<file path="src/rtl/hs_pkg.sv">
package hs_pkg;

    localparam int BYTE_W    = 8;
    localparam int NUM_DRV   = 4;
    localparam int DRV_W     = $clog2(NUM_DRV);
    localparam int MAX_PARAM = 8;
    localparam int MAX_RES   = 7;
    localparam int PCNT_W    = $clog2(MAX_PARAM + 1);
    localparam int RCNT_W    = $clog2(MAX_RES + 1);
    localparam int OP_W      = 5;
    localparam int STAT_W    = 4 + NUM_DRV;

    localparam logic [BYTE_W-1:0] DUMMY_BYTE   = 8'h00;
    localparam logic [BYTE_W-1:0] INVALID_BYTE = 8'h80;
    localparam logic [OP_W-1:0]   OP_ABORT     = 5'h1F;

    typedef enum logic [2:0] {
        ST_IDLE, ST_DECODE, ST_PARAM, ST_PGAP, ST_EXEC, ST_RES, ST_RGAP
    } hs_state_e;

    typedef enum logic [2:0] {
        K_INVALID, K_PLAIN, K_CHECK, K_SEEK, K_ABORT
    } cmd_kind_e;

    typedef struct packed {
        logic [PCNT_W-1:0] n_param;
        logic [RCNT_W-1:0] n_res;
        logic              irq;
        cmd_kind_e         kind;
    } cmd_info_t;

    function automatic cmd_info_t mk_info(input int np, input int nr,
                                          input logic irq, input cmd_kind_e kind);
        cmd_info_t i;
        i.n_param = PCNT_W'(np);
        i.n_res   = RCNT_W'(nr);
        i.irq     = irq;
        i.kind    = kind;
        return i;
    endfunction

    function automatic cmd_info_t invalid_info();
        return mk_info(0, 1, 1'b0, K_INVALID);
    endfunction

    function automatic cmd_info_t lookup(input logic [OP_W-1:0] op);
        cmd_info_t i;
        case (op)
            5'h06:   i = mk_info(8, 7, 1'b1, K_PLAIN);
            5'h05:   i = mk_info(8, 7, 1'b1, K_PLAIN);
            5'h0A:   i = mk_info(1, 7, 1'b1, K_PLAIN);
            5'h04:   i = mk_info(1, 1, 1'b0, K_CHECK);
            5'h08:   i = mk_info(0, 2, 1'b0, K_CHECK);
            5'h03:   i = mk_info(2, 0, 1'b0, K_PLAIN);
            5'h0B:   i = mk_info(1, 0, 1'b0, K_PLAIN);
            5'h0F:   i = mk_info(2, 0, 1'b0, K_SEEK);
            5'h07:   i = mk_info(1, 0, 1'b0, K_SEEK);
            5'h0E:   i = mk_info(0, 0, 1'b0, K_PLAIN);
            5'h1F:   i = mk_info(0, 0, 1'b0, K_ABORT);
            default: i = invalid_info();
        endcase
        return i;
    endfunction

    function automatic logic [STAT_W-1:0] status_pack(input hs_state_e st, input logic ndm,
                                                      input logic [NUM_DRV-1:0] busy);
        logic txr, dir, bsy;
        txr = (st == ST_IDLE) || (st == ST_PARAM) || (st == ST_RES);
        dir = (st == ST_RES);
        bsy = (st != ST_IDLE);
        return {txr, dir, ndm, bsy, busy};
    endfunction

endpackage

</file>
<file path="src/rtl/hs_decode.sv">
module hs_decode
    import hs_pkg::*;
(
    input  logic [BYTE_W-1:0]  code_i,
    input  logic [NUM_DRV-1:0] seek_busy_i,
    output cmd_info_t          info_o
);
    cmd_info_t raw;
    logic      any_busy;
    logic      allowed;

    always_comb begin
        raw      = lookup(code_i[OP_W-1:0]);
        any_busy = |seek_busy_i;
        allowed  = (raw.kind == K_CHECK) || (raw.kind == K_SEEK) || (raw.kind == K_ABORT);
        info_o   = (any_busy && !allowed) ? invalid_info() : raw;
    end
endmodule

</file>
<file path="src/rtl/hs_result_buf.sv">
module hs_result_buf
    import hs_pkg::*;
#(
    parameter int SLOTS = MAX_RES
) (
    input  logic                    clk,
    input  logic                    rst,
    input  logic                    cap_exec_i,
    input  logic                    cap_inv_i,
    input  logic [SLOTS*BYTE_W-1:0] flat_i,
    input  logic [RCNT_W-1:0]       idx_i,
    output logic [BYTE_W-1:0]       byte_o
);
    logic [BYTE_W-1:0] slot_q [SLOTS];

    for (genvar g = 0; g < SLOTS; g++) begin : g_slot
        always_ff @(posedge clk) begin
            if (rst) begin
                slot_q[g] <= '0;
            end else if (cap_exec_i) begin
                slot_q[g] <= flat_i[g*BYTE_W +: BYTE_W];
            end else if (cap_inv_i && g == 0) begin
                slot_q[g] <= INVALID_BYTE;
            end
        end
    end

    always_comb begin
        byte_o = DUMMY_BYTE;
        for (int k = 0; k < SLOTS; k++) begin
            if (idx_i == RCNT_W'(k)) byte_o = slot_q[k];
        end
    end
endmodule

</file>
<file path="src/rtl/hs_seq.sv">
module hs_seq
    import hs_pkg::*;
(
    input  logic               clk,
    input  logic               rst,
    input  logic               host_wr_i,
    input  logic               host_rd_i,
    input  logic [BYTE_W-1:0]  host_din_i,
    input  logic [NUM_DRV-1:0] seek_busy_i,
    input  cmd_info_t          info_i,
    input  logic               exec_done_i,
    output hs_state_e          state_o,
    output logic [BYTE_W-1:0]  code_o,
    output logic [RCNT_W-1:0]  idx_o,
    output logic               cap_exec_o,
    output logic               cap_inv_o,
    output logic               irq_o,
    output logic [BYTE_W-1:0]  param_o,
    output logic               param_valid_o,
    output logic               exec_start_o,
    output logic               exec_abort_o
);
    hs_state_e         state;
    logic [BYTE_W-1:0] code_q;
    cmd_info_t         info_q;
    logic [PCNT_W-1:0] cnt_q;
    logic              first_q;
    logic [RCNT_W-1:0] idx_q;
    logic              irq_q;
    logic [BYTE_W-1:0] param_q;
    logic              pvld_q;
    logic              start_q;
    logic              abort_q;

    logic abort_wr;
    logic seek_reject;

    always_comb begin
        abort_wr    = host_wr_i && (host_din_i[OP_W-1:0] == OP_ABORT);
        seek_reject = (state == ST_PARAM) && host_wr_i && first_q &&
                      (info_q.kind == K_SEEK) && seek_busy_i[host_din_i[DRV_W-1:0]];
        cap_inv_o   = ((state == ST_DECODE) && (info_i.kind == K_INVALID)) || seek_reject;
        cap_exec_o  = (state == ST_EXEC) && !abort_wr && exec_done_i && (info_q.n_res != '0);
    end

    always_ff @(posedge clk) begin
        if (rst) begin
            state   <= ST_IDLE;
            code_q  <= DUMMY_BYTE;
            info_q  <= invalid_info();
            cnt_q   <= '0;
            first_q <= 1'b0;
            idx_q   <= '0;
            irq_q   <= 1'b0;
            param_q <= '0;
            pvld_q  <= 1'b0;
            start_q <= 1'b0;
            abort_q <= 1'b0;
        end else begin
            pvld_q  <= 1'b0;
            start_q <= 1'b0;
            abort_q <= 1'b0;
            unique case (state)
                ST_IDLE: begin
                    if (host_wr_i) begin
                        code_q <= host_din_i;
                        state  <= ST_DECODE;
                    end else if (host_rd_i) begin
                        code_q <= DUMMY_BYTE;
                        state  <= ST_DECODE;
                    end
                end
                ST_DECODE: begin
                    info_q <= info_i;
                    if (info_i.kind == K_ABORT) begin
                        abort_q <= 1'b1;
                        state   <= ST_IDLE;
                    end else if (info_i.kind == K_INVALID) begin
                        idx_q <= '0;
                        irq_q <= 1'b0;
                        state <= ST_RES;
                    end else if (info_i.n_param != '0) begin
                        cnt_q   <= info_i.n_param;
                        first_q <= 1'b1;
                        state   <= ST_PARAM;
                    end else begin
                        start_q <= 1'b1;
                        state   <= ST_EXEC;
                    end
                end
                ST_PARAM: begin
                    if (host_wr_i) begin
                        if (seek_reject) begin
                            info_q <= invalid_info();
                            idx_q  <= '0;
                            irq_q  <= 1'b0;
                            state  <= ST_RES;
                        end else begin
                            param_q <= host_din_i;
                            pvld_q  <= 1'b1;
                            first_q <= 1'b0;
                            cnt_q   <= cnt_q - 1'b1;
                            if (cnt_q == PCNT_W'(1)) begin
                                start_q <= 1'b1;
                                state   <= ST_EXEC;
                            end else begin
                                state <= ST_PGAP;
                            end
                        end
                    end
                end
                ST_PGAP: state <= ST_PARAM;
                ST_EXEC: begin
                    if (abort_wr) begin
                        abort_q <= 1'b1;
                        state   <= ST_IDLE;
                    end else if (exec_done_i) begin
                        if (info_q.n_res == '0) begin
                            state <= ST_IDLE;
                        end else begin
                            idx_q <= '0;
                            irq_q <= info_q.irq;
                            state <= ST_RES;
                        end
                    end
                end
                ST_RES: begin
                    if (abort_wr) begin
                        abort_q <= 1'b1;
                        irq_q   <= 1'b0;
                        state   <= ST_IDLE;
                    end else if (host_rd_i) begin
                        irq_q <= 1'b0;
                        if (idx_q == info_q.n_res - 1'b1) begin
                            state <= ST_IDLE;
                        end else begin
                            idx_q <= idx_q + 1'b1;
                            state <= ST_RGAP;
                        end
                    end
                end
                ST_RGAP: state <= ST_RES;
                default: state <= ST_IDLE;
            endcase
        end
    end

    assign state_o       = state;
    assign code_o        = code_q;
    assign idx_o         = idx_q;
    assign irq_o         = irq_q;
    assign param_o       = param_q;
    assign param_valid_o = pvld_q;
    assign exec_start_o  = start_q;
    assign exec_abort_o  = abort_q;

    // interrupt only while a result byte is on offer
    p_irq_in_result_r6: assert property (@(posedge clk) disable iff (rst)
        irq_q |-> (state == ST_RES));

    // a result read always lowers the interrupt
    p_irq_drop_r6: assert property (@(posedge clk) disable iff (rst)
        (state == ST_RES && host_rd_i && !abort_wr) |=> !irq_q);

    // start follows the decode cycle or the last parameter
    p_start_origin_r3: assert property (@(posedge clk) disable iff (rst)
        start_q |-> ($past(state) == ST_DECODE || $past(state) == ST_PARAM));

    // a forwarded parameter comes from a host write
    p_param_from_write_r3: assert property (@(posedge clk) disable iff (rst)
        pvld_q |-> $past(host_wr_i));

    // abort during execution or results lands in idle
    p_abort_idle_r10: assert property (@(posedge clk) disable iff (rst)
        (abort_wr && (state == ST_EXEC || state == ST_RES)) |=> (state == ST_IDLE && abort_q));
endmodule

</file>
<file path="src/rtl/host_handshake_engine.sv">
module host_handshake_engine
    import hs_pkg::*;
(
    input  logic                      clk,
    input  logic                      rst,
    input  logic                      host_wr_i,
    input  logic                      host_rd_i,
    input  logic [7:0]                host_din_i,
    output logic [7:0]                status_o,
    output logic [7:0]                data_o,
    output logic                      irq_o,
    input  logic [3:0]                seek_busy_i,
    input  logic                      ndm_i,
    output logic [7:0]                param_o,
    output logic                      param_valid_o,
    output logic                      exec_start_o,
    output logic [7:0]                exec_code_o,
    input  logic                      exec_done_i,
    input  logic [MAX_RES*8-1:0]      exec_result_i,
    output logic                      exec_abort_o
);
    hs_state_e         state;
    logic [BYTE_W-1:0] code;
    cmd_info_t         info;
    logic [RCNT_W-1:0] idx;
    logic              cap_exec;
    logic              cap_inv;
    logic [BYTE_W-1:0] res_byte;

    hs_decode u_decode (
        .code_i      (code),
        .seek_busy_i (seek_busy_i),
        .info_o      (info)
    );

    hs_seq u_seq (
        .clk           (clk),
        .rst           (rst),
        .host_wr_i     (host_wr_i),
        .host_rd_i     (host_rd_i),
        .host_din_i    (host_din_i),
        .seek_busy_i   (seek_busy_i),
        .info_i        (info),
        .exec_done_i   (exec_done_i),
        .state_o       (state),
        .code_o        (code),
        .idx_o         (idx),
        .cap_exec_o    (cap_exec),
        .cap_inv_o     (cap_inv),
        .irq_o         (irq_o),
        .param_o       (param_o),
        .param_valid_o (param_valid_o),
        .exec_start_o  (exec_start_o),
        .exec_abort_o  (exec_abort_o)
    );

    hs_result_buf #(.SLOTS(MAX_RES)) u_rbuf (
        .clk        (clk),
        .rst        (rst),
        .cap_exec_i (cap_exec),
        .cap_inv_i  (cap_inv),
        .flat_i     (exec_result_i),
        .idx_i      (idx),
        .byte_o     (res_byte)
    );

    assign status_o    = status_pack(state, ndm_i, seek_busy_i);
    assign data_o      = (state == ST_RES) ? res_byte : DUMMY_BYTE;
    assign exec_code_o = code;

    // with busy low the engine is ready for a code and not returning data
    p_idle_status_r1: assert property (@(posedge clk) disable iff (rst)
        !status_o[4] |-> (status_o[7] && !status_o[6] && data_o == DUMMY_BYTE));

    // direction to host is only shown together with ready
    p_dir_needs_txr_r4: assert property (@(posedge clk) disable iff (rst)
        status_o[6] |-> (status_o[7] && status_o[4]));

    // seek bits are mirrored
    p_seek_mirror_r12: assert property (@(posedge clk) disable iff (rst)
        status_o[3:0] == seek_busy_i);
endmodule

</file>
<file path="config.mk">
export PLATFORM = sky130hd
export DESIGN_NAME = host_handshake_engine
export DESIGN_NICKNAME = d
export VERILOG_FILES = /design/src/rtl/hs_pkg.sv /design/src/rtl/hs_decode.sv /design/src/rtl/hs_result_buf.sv /design/src/rtl/hs_seq.sv /design/src/rtl/host_handshake_engine.sv
export SDC_FILE = /design/constraint.sdc
export NUM_CORES = 1
export LEC_CHECK = 0
export ABC_CLOCK_PERIOD_IN_PS = 6900
export BUFFER_PORTS_ARGS = -buffer_cell sky130_fd_sc_hd__buf_2
export CELL_PAD_IN_SITES_DETAIL_PLACEMENT = 0
export CELL_PAD_IN_SITES_GLOBAL_PLACEMENT = 2
export CORE_MARGIN = 5
export CORE_UTILIZATION = 35
export DETAILED_ROUTE_END_ITERATION = 10
export PLACE_DENSITY_LB_ADDON = 0.1
export SLEW_MARGIN = 30
export SYNTH_ARGS = -nofsm -noshare
export SYNTH_HDL_FRONTEND = slang
export SYNTH_SLANG_ARGS = --single-unit
</file>
<file path="constraint.sdc">
create_clock -name clk -period 6.9 [get_ports clk]
set_input_delay 1.035 -clock clk [delete_from_list [all_inputs] [get_ports clk]]
set_output_delay 1.035 -clock clk [all_outputs]
set_load 0.005 [all_outputs]
</file>
==> results of run 1 <==
==> worst register-to-register path: cells and delay by family, from the launching register on <==
kind	cells	cell delay [ns]
compound gates	3	0.65
buf+inv	1	0.11
fa+ha+maj	1	0.33
flops	1	0.47
simple gates	2	0.84
==> area by class of cell <==
| class | instances | area [um2] | share of cell area [%] |
|---|---|---|---|
| clock inverters | 3 | 16.3 | 0.264 |
| well taps | 184 | 230 | 3.73 |
| multi-input cells | 364 | 2400 | 38.9 |
| clock buffers | 12 | 272 | 4.40 |
| flip-flops and latches | 102 | 2600 | 42.2 |
| repair buffers | 109 | 551 | 8.92 |
| inverters | 27 | 101 | 1.64 |
==> cell families after synthesis <==
family,Yosys count
flip-flops,102
XOR/XNOR,5
adder cells (fa/ha/maj),14
AO/OA/AOI/OAI,128
AND/OR/NAND/NOR,206
buffers and inverters,60
multiplexers,11
==> per-layer routing <==
metal	part of all wire, %	global-route usage [%]
met1	43	19.7
met4	1.3	4.64
met3	4.4	3.82
met5	0	0
met2	52	29.0
==> per-stage QoR <==
| step | setup WS (ns) | cells | hold slack, ns | power [uW] |
|---|---|---|---|---|
| 2_1_floorplan | 3.88 | 526 | 0.428 | 1090 |
| 3_3_place_gp | 3.30 | 786 | 0.441 | 1240 |
| 3_5_place_dp | 3.51 | 786 | 0.446 | 1240 |
| 4_1_cts | 3.13 | 801 | 0.456 | 1750 |
| 5_1_grt | 2.96 | 801 | 0.494 | 1820 |
| 6_report | 3.13 | 801 | 0.450 | 1720 |
==> worst paths after layout <==
check                        start              end  slack [ns]
hold reg to reg    u_seq.info_q[2]  u_seq.info_q[2]        0.45
setup reg to reg  u_seq.state_o[2]  u_decode.raw[4]        4.36
setup / recovery    u_seq.idx_o[2]        data_o[4]        3.13
hold / removal     u_seq.info_q[2]  u_seq.info_q[2]        0.45
==> state kept, by name (all words and copies together) (netlist names), 3 cells and up <==
register       cells
u_decode.raw       9
u_seq.idx_o        3
u_seq.state_o      3
u_seq.info_q       6
u_rbuf.slot_q     56
u_seq.code_o       8
u_seq.param_o      8
u_seq.cnt_q        4
==> cell usage in the layout (no fill, tap or decap), types with 3 or more instances in the layout <==
master,count
nor3_1,6
o21a_1,3
nor2_1,39
ha_1,13
o311ai_0,12
inv_1,27
buf_2,107
or3_1,3
nor2b_1,19
clkbuf_16,10
nand2b_1,4
nand2_1,35
a32oi_1,3
a211oi_1,6
xor2_1,3
a22oi_1,7
and3_1,3
o21ai_0,16
nor3b_1,4
o22ai_1,3
and2_1,59
dfxtp_1,46
or2_2,4
a221oi_1,18
o41ai_1,4
a21oi_1,36
nand3_1,15
edfxtp_1,56
mux2i_1,10
a31oi_1,3
==> power by group through the flow <==
stage	Clock, uW	Combinational (uW)	Sequential (uW)
2_1_floorplan	0	320	769
3_3_place_gp	0	445	800
3_5_place_dp	0	444	798
4_1_cts	515	446	784
5_1_grt	535	496	792
6_report	495	440	784
==> key figures, run 1 <==
Yosys
  – Synth Area in Compound Gates: 17.3%
  – EDFF count, synth: 56
  – Area contributors post-synth: edfxtp_1 (32%), dfxtp_1 (18%), and2_1 (7.0%)
  – Mapped Area: 0.00524 mm2
  – Mux cell area share after synthesis: about 2.3%
  – Synth Area in Adders: 3.34%
  – Most frequent cells after synthesis: and2_1 (59), edfxtp_1 (56), dfxtp_1 (46), nor2_1 (40)
  – Synth warn: 0
  – Syn Inst Count: between 500 and 600
  – Simple-gate share of the synthesized area: 21.5%
  – Area share of the largest cell type after synthesis: between 30 and 40%
  – Syn Area/Cell: 9.97 um2
  – Largest family of logic cells by synthesized area: simple AND/OR/NAND/NOR gates
  – Share of the yosys chip area belonging to registers: about 50%
  – Most frequent cell after synthesis: and2_1
  – Syn Nets: 614
  – Synth unique cells: 60
  – Async SR Flop Fraction: 0%
  – Synth area leader: edfxtp_1
  – Seq cells post-synth: 102
  – Fraction of synthesized cell area in xor and xnor cells: 1.10%
  – Prevailing post-synth register cell: edfxtp_1

Finish
  – Share of cells above drive strength 1: 23.0%
  – Final core occ: 42.3%
  – Final nets: 701
  – Synth-to-Final Area Change: 17.7%
  – Final Instance Area: 0.00617 mm2
  – N_diodes: 0
  – Fillers: 1426

Worst setup path
  – Slowest-stage cell, CP: dfxtp_1
  – Slowest stage delay, CP: 0.64 ns
  – Crit path capture type: output port
  – Buffers & Inverters on Critical Path: 2
  – Critical path fanouts, max: 16
  – Stages on the worst setup path: 6
  – Worst Path Required: between 5 and 6 ns
  – Reg2reg path depth: 7
  – CP startpoint kind: register
  – CP arrival: 2.73 ns
  – Critical Path, Cell by Cell: inv_1 > ha_1 > o311ai_0 > a21oi_1 > nor2_1 > buf_2
  – Kind of critical path: reg2out
  – Top delay family on crit path: compound AO/OA/AOI/OAI gates

Route
  – Vias: 4228
  – Wire per inst: 17.9 um
  – Detailed-route DRC error count: 0
  – Post-DR vias/cell: 5.28
  – Antenna viol nets, final: 0
  – Final wirelength: 14400 um
  – 1st-iter DRT viols: roughly 280
  – Initial DRT Pass Iterations: 4

Die
  – Die Y: 132 um
  – Area of the die: roughly 0.018 mm2
  – FP Rows: 44
  – Core ar.: 0.0146 mm2
  – Initial core utilization: between 30% and 40%
  – Num ports: 110
  – Die X-Extent: approximately 130 um

Pwr
  – Leak: 0.00253 uW
  – Switching power: 541 uW
  – Peak supply drop: around 0.11 mV
  – Power per cell area: 279 mW/mm2
  – Sw frac: 31.5%
  – Clk pwr share: 28.8%
  – Internal power: 1180 uW
  – Reg power frac: 45.6%
  – Combinational power share: around a quarter

Clocking
  – # resized after CTS: 0
  – Clk_lat worst skew: 0.35 ns
  – Clk sinks: 102
  – Setup Fix Bufs, Post-CTS: 0
  – CTS clk-pin slew, worst paths: around 0.070 ns
  – H-tree depth: 3
  – CTS Hold Bufs: 0
  – Worst-case clock buffer depth: 2
  – CTS tree: yes
  – CTS buffer count: 9
  – CTS root buffer: clkbuf_16

Worst hold path
  – Hold Crit Class: reg2reg
  – Min-Delay Path Depth: 2

Global route
  – Largest net degree at the start of global routing: 56
  – First-pass GRT wire length: 22900 um
  – Antenna violations before repair: 0
  – Tot GR Track Use: roughly 16%
  – Vias in the first global route: 4260
  – Total gr overflow: 0

Timing
  – Slew headroom: approximately 43%
  – Tmin final: 3.77 ns
  – Hold Vio Cnt, Final: 0
  – Max-slew violations: 0
  – Final Skew: 0.0117 ns
  – Sum Neg Setup Slack: 0 ns
  – Endpoints failing setup: 0
  – Unrepaired setup endpoints after global routing: no
  – Fmax: ~270 MHz
  – Slew @ Worst Pin: 0.859 ns
  – Tcrit/Tclk final: between 50% and 60%

Place
  – Post-DP HPWL: 10500 um
  – Placed instance area: 0.00588 mm2
  – IO Port Bufs: 107
  – Final GP Congestion: 0.804

Run
  – Max-Cap Viols: 0

Run status
  – Outcome: completed
Note: power is estimated with default switching activity, not from simulation.
==> run 2: changes to the inputs <==
ABC_CLOCK_PERIOD_IN_PS = 3600   (was 6900)
CORE_UTILIZATION = 34   (was 35)
clock period = 3.6 ns   (was 6.9 ns; I/O delays follow)
==> key figures, run 2 (same netlist as run 1, synthesis figures left out) <==
Die
  – Initial core utilization: between 30% and 40%
  – Core ar.: 0.0151 mm2
  – FP Rows: 45
  – Area of the die: 0.0180 mm2
  – Die Y: ~130 um
  – Die X-Extent: 134 um
  – Num ports: 110

Finish
  – Synth-to-Final Area Change: 17.6%
  – N_diodes: 0
  – Final nets: 704
  – Max reg flops: 56
  – Final Instance Area: 0.00617 mm2
  – Final core occ: 40.7%
  – Fillers: ~1500
  – Commonest non-fill, non-tap cell in the layout: buf_2
  – Biggest register: u_rbuf.slot_q
  – Share of cells above drive strength 1: 23.0%
  – Most frequent cells in the layout: buf_2 (107), and2_1 (59), edfxtp_1 (56)

Global route
  – Tot GR Track Use: 16.9%
  – Largest net degree at the start of global routing: 56
  – Vias in the first global route: 4289
  – Antenna violations before repair: 0
  – First-pass GRT wire length: around 24000 um
  – Total gr overflow: 0

Route
  – WL met2: 7900 um
  – Antenna viol nets, final: 0
  – DR top layer: met4
  – Initial DRT Pass Iterations: 4
  – 1st-iter DRT viols: 249
  – Wire per inst: 18.7 um
  – Detailed-route DRC error count: 0
  – M1 WL: 6480 um
  – Wire length on met3: 637 um
  – Final wirelength: about 15000 um
  – Post-DR vias/cell: 5.23
  – Vias: approximately 4200

Worst setup path
  – Slowest stage delay, CP: between 0.6 and 0.7 ns
  – Kind of critical path: reg2out
  – Slowest-stage cell, CP: ha_1
  – Reg2reg start: u_seq.state_o[2]
  – CP arrival: 2.74 ns
  – Setup crit start: u_seq.idx_o[2]
  – Crit path capture type: output port
  – Top delay family on crit path: adder cells
  – Worst Path Required: ~3 ns
  – Critical path fanouts, max: 16
  – Buffers & Inverters on Critical Path: 2
  – R2r setup slk: between 0.9 and 1 ns
  – Reg2reg end: u_decode.raw[4]
  – Critical Path, Cell by Cell: inv_1 > ha_1 > nand2_1 > a221oi_1 > a21oi_1 > nor2_1 > buf_2
  – CP startpoint kind: register
  – Reg2reg path depth: 7

Clocking
  – CTS Hold Bufs: 0
  – CTS root buffer: clkbuf_16
  – Clk_lat worst skew: ~0.34 ns
  – Worst-case clock buffer depth: 2
  – # resized after CTS: 0
  – Setup Fix Bufs, Post-CTS: 0
  – Clk sinks: 102
  – CTS tree: yes
  – H-tree depth: 3
  – CTS clk-pin slew, worst paths: 0.07 ns
  – CTS buffer count: 9

Worst hold path
  – Hold Crit Endpoint: u_seq.param_o[6]
  – Hold path start: host_din_i[6]
  – Min-Delay Path Depth: 3
  – Hold Crit Class: in2reg

Timing
  – Endpoints failing setup: 0
  – Final Skew: 0.00732 ns
  – Slew headroom: between 40 and 50%
  – Setup ws final: between 0.3 and 0.4 ns
  – Unrepaired setup endpoints after global routing: no
  – Hold Vio Cnt, Final: 0
  – Tmin final: 3.28 ns
  – Max-slew violations: 0
  – Fmax: between 300 and 400 MHz
  – Slew @ Worst Pin: 0.837 ns
  – Tcrit/Tclk final: 91.0%
  – Sum Neg Setup Slack: 0 ns

Place
  – IO Port Bufs: 107
  – Post-DP HPWL: 11300 um
  – Placed instance area: 0.00590 mm2
  – Worst slack, placed: 0.609 ns
  – Final GP Congestion: 0.848

Run status
  – Outcome: completed

Pwr
  – Leak: approximately 0.0025 uW
  – Power per cell area: roughly 530 mW/mm2
  – Peak supply drop: 0.255 mV
  – Pwr Total: 3250 uW

Run
  – Max-Cap Viols: 0
==> run 2: layer usage <==
layer,global-route usage [%],vias up
met3,4.09,7
met5,0,-
met4,3.11,0
li1,-,2082
met2,31.3,94
met1,20.0,2047
==> run 2: per-stage QoR <==
step | instances | hold WS, ns
final | 809 | 0.450
after detailed placement | 793 | 0.444
after global routing | 809 | 0.450
after floorplan | 526 | 0.428
after global placement | 793 | 0.440
after CTS | 809 | 0.436
==> run 2: final cells by class <==
cell class / instances / area, um2 / share of cell area (%)
Tap cell: 188 / 235 / 3.81
Multi-Input combinational cell: 364 / 2390 / 38.8
Sequential cell: 102 / 2600 / 42.2
Clock buffer: 12 / 236 / 3.84
Timing Repair Buffer: 112 / 573 / 9.29
Inverter: 27 / 101 / 1.64
Clock inverter: 4 / 23.8 / 0.386
==> run 2: worst register-to-register path, cell delays in order, from the launching register on <==
cell,delay (ns)
dfxtp_1,0.45
nor4b_4,0.71
nand2_1,0.18
a21oi_1,0.41
inv_1,0.12
ha_1,0.33
o221ai_1,0.19
a32oi_1,0.13
==> run 2: worst max path at each step <==
| stage | to | slack, ns | cells after the start |
|---|---|---|---|
| 6_report | data_o[0] | 0.32 | 7 |
| 3_3_place_gp | data_o[0] | 0.72 | 7 |
| 2_1_floorplan | u_rbuf.slot_q[1][0] | 1.07 | 5 |
| 5_1_grt | data_o[1] | 0.11 | 6 |
| 3_5_place_dp | data_o[4] | 0.61 | 7 |
| 4_1_cts | data_o[4] | 0.23 | 7 |
==> run 2: power by group <==
| group | switching [uW] | internal (uW) | leakage, uW | total (uW) |
|---|---|---|---|---|
| registers | 104 | 1400 | 0.000957 | 1510 |
| logic | 520 | 327 | 0.00144 | 847 |
| clock network | 424 | 469 | 0.000131 | 893 |
| total | 1050 | 2200 | 0.00252 | 3250 |
